[src/rtl/vbsa_pkg.sv]
package vbsa_pkg;

  // Per-bit carry terms: propagate selects the incoming carry, generate
  // supplies the carry when propagate is low.
  typedef struct packed {
    logic prop;
    logic gen;
  } vbsa_pg_t;

  localparam int unsigned VBSA_DEF_WIDTH = 32;
  localparam int unsigned VBSA_DEF_GROUPS = 9;

endpackage

[src/rtl/vbsa_bit_cell.sv]
module vbsa_bit_cell
  import vbsa_pkg::*;
(
  input  logic a_i,
  input  logic b_i,
  input  logic c_i,
  output logic s_o,
  output logic p_o,
  output logic c_o
);

  vbsa_pg_t pg;

  always_comb begin
    pg.prop = a_i ^ b_i;
    pg.gen  = a_i & b_i;
  end

  assign p_o = pg.prop;
  assign s_o = pg.prop ^ c_i;
  // Selector carry: pass the carry through when propagating, else the
  // generate term (equal to both operand bits since they agree).
  assign c_o = pg.prop ? c_i : pg.gen;

endmodule

[src/rtl/vbsa_skip_group.sv]
module vbsa_skip_group #(
  parameter int GW = 4
) (
  input  logic [GW-1:0] a_i,
  input  logic [GW-1:0] b_i,
  input  logic          c_i,
  output logic [GW-1:0] s_o,
  output logic          c_o,
  output logic          gprop_o,
  output logic          rip_o
);

  logic [GW:0]   chain;
  logic [GW-1:0] p_bits;

  assign chain[0] = c_i;

  for (genvar i = 0; i < GW; i++) begin : g_bit
    vbsa_bit_cell u_cell (
      .a_i (a_i[i]),
      .b_i (b_i[i]),
      .c_i (chain[i]),
      .s_o (s_o[i]),
      .p_o (p_bits[i]),
      .c_o (chain[i+1])
    );
  end

  assign gprop_o = &p_bits;
  assign rip_o   = chain[GW];
  // Group bypass: a fully propagating group hands its carry-in onward.
  assign c_o     = gprop_o ? c_i : chain[GW];

endmodule

[src/rtl/vbsa_adder_core.sv]
module vbsa_adder_core #(
  parameter int WIDTH = 32,
  parameter int NUM_GRP = 9,
  parameter int GRP_SIZE [NUM_GRP] = '{1, 3, 4, 5, 6, 5, 4, 3, 1}
) (
  input  logic [WIDTH-1:0]   a_i,
  input  logic [WIDTH-1:0]   b_i,
  input  logic               c_i,
  output logic [WIDTH-1:0]   s_o,
  output logic               c_o,
  output logic [NUM_GRP-1:0] grp_ci_o,
  output logic [NUM_GRP-1:0] grp_prop_o,
  output logic [NUM_GRP-1:0] grp_rip_o
);

  // Lowest bit index of group k (also the total width when k == NUM_GRP).
  function automatic int lo_of(input int k);
    int acc = 0;
    for (int i = 0; i < k; i++) acc += GRP_SIZE[i];
    return acc;
  endfunction

  localparam int TOTAL = lo_of(NUM_GRP);

  if (TOTAL != WIDTH) begin : g_bad_sizes
    $error("vbsa_adder_core: group sizes add to %0d, operand width is %0d", TOTAL, WIDTH);
  end

  logic [NUM_GRP:0] gc;

  assign gc[0] = c_i;

  for (genvar k = 0; k < NUM_GRP; k++) begin : g_grp
    localparam int LO = lo_of(k);
    localparam int SZ = GRP_SIZE[k];

    vbsa_skip_group #(
      .GW (SZ)
    ) u_grp (
      .a_i     (a_i[LO +: SZ]),
      .b_i     (b_i[LO +: SZ]),
      .c_i     (gc[k]),
      .s_o     (s_o[LO +: SZ]),
      .c_o     (gc[k+1]),
      .gprop_o (grp_prop_o[k]),
      .rip_o   (grp_rip_o[k])
    );
  end

  assign grp_ci_o = gc[NUM_GRP-1:0];
  assign c_o      = gc[NUM_GRP];

endmodule

[src/rtl/vbsa_adder.sv]
module vbsa_adder #(
  parameter int WIDTH = 32,
  parameter int NUM_GRP = 9,
  parameter int GRP_SIZE [NUM_GRP] = '{1, 3, 4, 5, 6, 5, 4, 3, 1},
  parameter bit REG_IO = 1'b1
) (
  input  logic             clk,
  input  logic             rst,
  input  logic [WIDTH-1:0] a_i,
  input  logic [WIDTH-1:0] b_i,
  input  logic             cin_i,
  output logic [WIDTH-1:0] sum_o,
  output logic             cout_o
);

  localparam int RW = WIDTH + 1;

  logic [WIDTH-1:0]   core_a, core_b, core_s;
  logic               core_c, core_co;
  logic [NUM_GRP-1:0] grp_ci, grp_prop, grp_rip;

  vbsa_adder_core #(
    .WIDTH    (WIDTH),
    .NUM_GRP  (NUM_GRP),
    .GRP_SIZE (GRP_SIZE)
  ) u_core (
    .a_i        (core_a),
    .b_i        (core_b),
    .c_i        (core_c),
    .s_o        (core_s),
    .c_o        (core_co),
    .grp_ci_o   (grp_ci),
    .grp_prop_o (grp_prop),
    .grp_rip_o  (grp_rip)
  );

  // Edges seen since reset release, saturating at 2 (used by the checks).
  logic [1:0] age;
  always_ff @(posedge clk) begin
    if (rst) age <= 2'd0;
    else if (age != 2'd2) age <= age + 2'd1;
  end

  if (REG_IO) begin : g_reg
    logic [WIDTH-1:0] a_q, b_q, s_q;
    logic             c_q, co_q;

    always_ff @(posedge clk) begin
      if (rst) begin
        a_q  <= '0;
        b_q  <= '0;
        c_q  <= 1'b0;
        s_q  <= '0;
        co_q <= 1'b0;
      end else begin
        a_q  <= a_i;
        b_q  <= b_i;
        c_q  <= cin_i;
        s_q  <= core_s;
        co_q <= core_co;
      end
    end

    assign core_a = a_q;
    assign core_b = b_q;
    assign core_c = c_q;
    assign sum_o  = s_q;
    assign cout_o = co_q;

    AST_RESET_CLEAR: assert property (@(posedge clk)
      rst |=> (sum_o == '0 && cout_o == 1'b0));

    AST_TWO_EDGE_LATENCY: assert property (@(posedge clk) disable iff (rst)
      (age == 2'd2) |-> ({cout_o, sum_o} ==
        $past({1'b0, a_i} + {1'b0, b_i} + RW'(cin_i), 2)));
  end else begin : g_comb
    assign core_a = a_i;
    assign core_b = b_i;
    assign core_c = cin_i;
    assign sum_o  = core_s;
    assign cout_o = core_co;

    AST_COMB_FOLLOW: assert property (@(posedge clk) disable iff (rst)
      {cout_o, sum_o} == ({1'b0, a_i} + {1'b0, b_i} + RW'(cin_i)));
  end

  AST_CORE_SUM: assert property (@(posedge clk) disable iff (rst)
    {core_co, core_s} == ({1'b0, core_a} + {1'b0, core_b} + RW'(core_c)));

  for (genvar k = 0; k < NUM_GRP; k++) begin : g_chk
    AST_SKIP_AGREE: assert property (@(posedge clk) disable iff (rst)
      grp_prop[k] |-> (grp_rip[k] == grp_ci[k]));
  end

endmodule

[config.mk]
export PLATFORM = sky130hd
export DESIGN_NAME = vbsa_adder
export DESIGN_NICKNAME = d
export VERILOG_FILES = /design/src/rtl/vbsa_pkg.sv /design/src/rtl/vbsa_bit_cell.sv /design/src/rtl/vbsa_skip_group.sv /design/src/rtl/vbsa_adder_core.sv /design/src/rtl/vbsa_adder.sv
export SDC_FILE = /design/constraint.sdc
export NUM_CORES = 1
export LEC_CHECK = 0
export ABC_AREA = 1
export ABC_CLOCK_PERIOD_IN_PS = 36400
export BUFFER_PORTS_ARGS = -buffer_cell sky130_fd_sc_hd__buf_4
export CAP_MARGIN = 10
export CORE_ASPECT_RATIO = 0.7
export CORE_MARGIN = 8
export CORE_UTILIZATION = 57
export CTS_CLUSTER_DIAMETER = 40
export DETAILED_ROUTE_END_ITERATION = 8
export PLACE_DENSITY = 0.94
export SLEW_MARGIN = 20
export SYNTH_ARGS = -nofsm -noshare
export SYNTH_HDL_FRONTEND = slang
export SYNTH_SLANG_ARGS = --single-unit
[constraint.sdc]
create_clock -name clk -period 36.4 [get_ports clk]
set_input_delay 0 -clock clk [delete_from_list [all_inputs] [get_ports clk]]
set_output_delay 0 -clock clk [all_outputs]
set_load 0.05 [all_outputs]
==> insert_results.sql <==
INSERT INTO impl_metrics (metric_group, metric, value, unit) VALUES
('finish', 'finish.instance_area', '5670', 'um2'),
('floorplan', 'floorplan.core_area', '6760', 'um2'),
('finish', 'post_route_cells_drive_above_1_share', '21.3', '%'),
('grt', 'first_global_vias', '3339', ''),
('finish', 'num-nets-final', '698', ''),
('worst_setup_path', 'timing.critical_path.from', 'core_c$_SDFF_PP0_', ''),
('outcome', 'status', 'completed', ''),
('worst_setup_path', 'reg2reg_depth', '48', ''),
('sta', 'fmax', '57.4', 'MHz'),
('synth', 'synth_cells', '405', ''),
('worst_setup_path', 'critical_path_required_time', '36.62', 'ns'),
('floorplan', 'design.portCount', '100', ''),
('synth', 'async_reset_ff_share', '0', '%'),
('sta', 'finalHoldViolations', '0', ''),
('synth', 'synth_top_cells_by_count', 'sky130_fd_sc_hd__nor2_1 (102), sky130_fd_sc_hd__inv_1 (100), sky130_fd_sc_hd__dfxtp_1 (98)', ''),
('detailed_routing', 'antenna_left', '0', ''),
('synth', 'yosysWarningCount', '0', ''),
('place', 'routabilityCongestion', '0.729', ''),
('worst_setup_path', 'critPathMaxFanout', '2', ''),
('sta', 'relSlewSlack', '40.7', '%'),
('floorplan', 'floorplan.initialDensity', '59.0', '%'),
('worst_setup_path', 'largest_incremental_delay_on_the_critical_path', '0.50', 'ns'),
('power', 'ir_drop', '25.9', 'uV'),
('detailed_routing', 'detail_route.drc_violations', '0', ''),
('cts', 'tritoncts_num_sinks', '98', ''),
('finish', 'final_cell_count_no_fill', '669', ''),
('sta', 'timing.final.max_slew_violations', '0', ''),
('worst_setup_path', 'worst_setup_path_end_kind', 'flop', ''),
('place', 'post-place-cells', '587', ''),
('cts', 'ctsHtreeMaxLevel', '3', ''),
('power', 'power.combinational.fraction', '19.9', '%'),
('synth', 'yosys.cell_count.top_type', 'sky130_fd_sc_hd__nor2_1', ''),
('sta', 'final-setup-viol-count', '0', ''),
('min_path', 'hold_path.class', 'input port to flop', ''),
('synth', 'syn_avg_cell_area', '9.84', 'um2'),
('cts', 'clk_latency', '0.36', 'ns'),
('detailed_routing', 'drt_pre_antenna_iters', '4', ''),
('sta', 'hold-worst-slack', '0.239', 'ns'),
('floorplan', 'row_count', '25', ''),
('power', 'sequential_cell_fraction_of_total_power', '48.4', '%'),
('synth', 'synth_top_area_share', '49.2', '%'),
('cts', 'tritoncts.num_buffers', '9', ''),
('worst_setup_path', 'critical-path-slowest-cell', 'sky130_fd_sc_hd__fa_1', ''),
('sta', 'grt_setup_unrepaired', 'false', ''),
('power', 'cell_internal_pwr', '176', 'uW'),
('power', 'power.net_switching', '70.9', 'uW'),
('worst_setup_path', 'rr_startpoint', 'core_c$_SDFF_PP0_', ''),
('synth', 'postSynth.topFlopCell', 'sky130_fd_sc_hd__dfxtp_1', ''),
('sta', 'worstMarginPinSlew', '0.890', 'ns'),
('synth', 'synth_edf_count', '0', ''),
('grt', 'grt_overflow_total', '0', ''),
('detailed_routing', 'post_detailed_route_via_to_cell_ratio', '4.42', ''),
('place', 'place_hpwl', '6190', 'um'),
('worst_setup_path', 'path_class', 'flop to flop', ''),
('detailed_routing', 'route.vias.total', '2959', ''),
('finish', 'synthToLayoutAreaGrowth', '42.2', '%'),
('synth', 'syn_area', '3990', 'um2'),
('sta', 'period_needed', '17.41', 'ns'),
('detailed_routing', 'detail_route.wl_per_cell', '14.4', 'um'),
('worst_setup_path', 'critical_path.endpoint', 'sum_o[31]$_SDFF_PP0_', ''),
('sta', 'min_period_over_period', '47.8', '%'),
('synth', 'synth_nets', '534', ''),
('detailed_routing', 'wirelength', '9640', 'um'),
('grt', 'grt_start_max_net_pins', '99', ''),
('floorplan', 'die_area', '9970', 'um2'),
('sta', 'worst_clock_skew', '0.0109', 'ns'),
('floorplan', 'die_w', '116', 'um'),
('synth', 'seq_area_frac_synth', '49.2', '%'),
('worst_setup_path', 'signal_arrival_time_at_the_worst_endpoint', '17.62', 'ns'),
('finish', 'layout.filler_cells', '350', ''),
('cts', 'cts_tree', 'built', '');
critical path: cells and delay by family, from the launching register on:
kind | cells | cell delay [ns]
buffers and inverters | 1 | 0.07
DFF | 1 | 0.33
adders and majority gates | 32 | 14.72
AOI/OAI and AO/OA | 3 | 0.43
and+or+nand+nor | 12 | 1.70
repair_timing:
action	CTS	global route
gates resized for setup	0	0
buffers inserted	0	0
hold endpoints to repair	65	0
hold buffers	65	0
worst min path at each step:
stage                            endpoint  startpoint  slack (ns)  depth (start not counted)
global route         sum_o[31]$_SDFF_PP0_         rst        0.26                          2
CTS                 core_b[28]$_SDFF_PP0_         rst        0.22                          2
global placement    core_b[10]$_SDFF_PP0_     b_i[10]        0.20                          3
floorplan            core_a[0]$_SDFF_PP0_      a_i[0]        0.11                          2
detailed placement  core_b[17]$_SDFF_PP0_     b_i[17]        0.21                          3
finish              core_a[28]$_SDFF_PP0_         rst        0.24                          2
power groups by stage:
stage / registers (uW) / clock network (uW) / logic [uW]
global route: 120 / 83.5 / 53.2
finish: 119 / 78.3 / 49.0
CTS: 119 / 79.7 / 48.6
floorplan: 134 / 0 / 14.2
detailed placement: 121 / 0 / 42.5
global placement: 121 / 0 / 40.5
final cells by class:
class | count | area [um2] | area share (%)
clock buffer | 9 | 124 | 2.18
timing repair buffer | 164 | 1390 | 24.6
antenna | 1 | 2.50 | 0.0441
multi-input combinational | 196 | 1590 | 28.1
sequential | 98 | 1960 | 34.6
tap | 94 | 118 | 2.07
clock inverter | 7 | 104 | 1.83
inverter | 100 | 375 | 6.62
layer usage:
layer | global-route usage [%] | share of wire, % | wire length, um
met2 | 38.3 | 54 | 5240
met5 | 0 | 0 | 0
met4 | 9.26 | 2.6 | 249
met3 | 5.47 | 5.4 | 523
met1 | 19.3 | 38 | 3620
logic make-up after synthesis:
logic type	Yosys count	synth area share [%]
AOI/OAI and AO/OA	3	0.722
adders and majority gates	62	25.5
buffers and inverters	111	10.9
DFF	98	49.2
and+or+nand+nor	131	13.7
metrics by stage:
step           utilization (%)  total power [uW]  setup slack, ns
3_5_place_dp              70.9               164            18.98
2_1_floorplan                -               148            19.73
4_1_cts                   83.9               247            18.92
6_report                  83.9               246            18.99
3_3_place_gp              70.9               162            19.45
5_1_grt                   83.9               257            18.39
layout by cell type, fill, tap and decap left out:
cell / n
sky130_fd_sc_hd__clkbuf_8: 9
sky130_fd_sc_hd__fa_1: 32
sky130_fd_sc_hd__inv_1: 100
sky130_fd_sc_hd__or2_1: 1
sky130_fd_sc_hd__dfxtp_1: 98
sky130_fd_sc_hd__and2_2: 1
sky130_fd_sc_hd__buf_4: 99
sky130_fd_sc_hd__or2_2: 1
sky130_fd_sc_hd__diode_2: 1
sky130_fd_sc_hd__inv_6: 5
sky130_fd_sc_hd__nand3_2: 4
sky130_fd_sc_hd__nand4_1: 3
sky130_fd_sc_hd__nand3_1: 6
sky130_fd_sc_hd__o21ai_4: 1
sky130_fd_sc_hd__and2_1: 2
sky130_fd_sc_hd__nand2_1: 11
sky130_fd_sc_hd__ha_1: 30
sky130_fd_sc_hd__dlygate4sd3_1: 65
sky130_fd_sc_hd__nor2_1: 102
sky130_fd_sc_hd__o21ai_1: 1
sky130_fd_sc_hd__o21bai_1: 1
sky130_fd_sc_hd__bufinv_16: 2
state kept, by name, indices dropped and copies added (netlist names):
register and cells:
core_a 32, core_b 32, core_c 1, cout_o 1
sum_o 32
No activity file was read; power rests on OpenSTA's default activity.
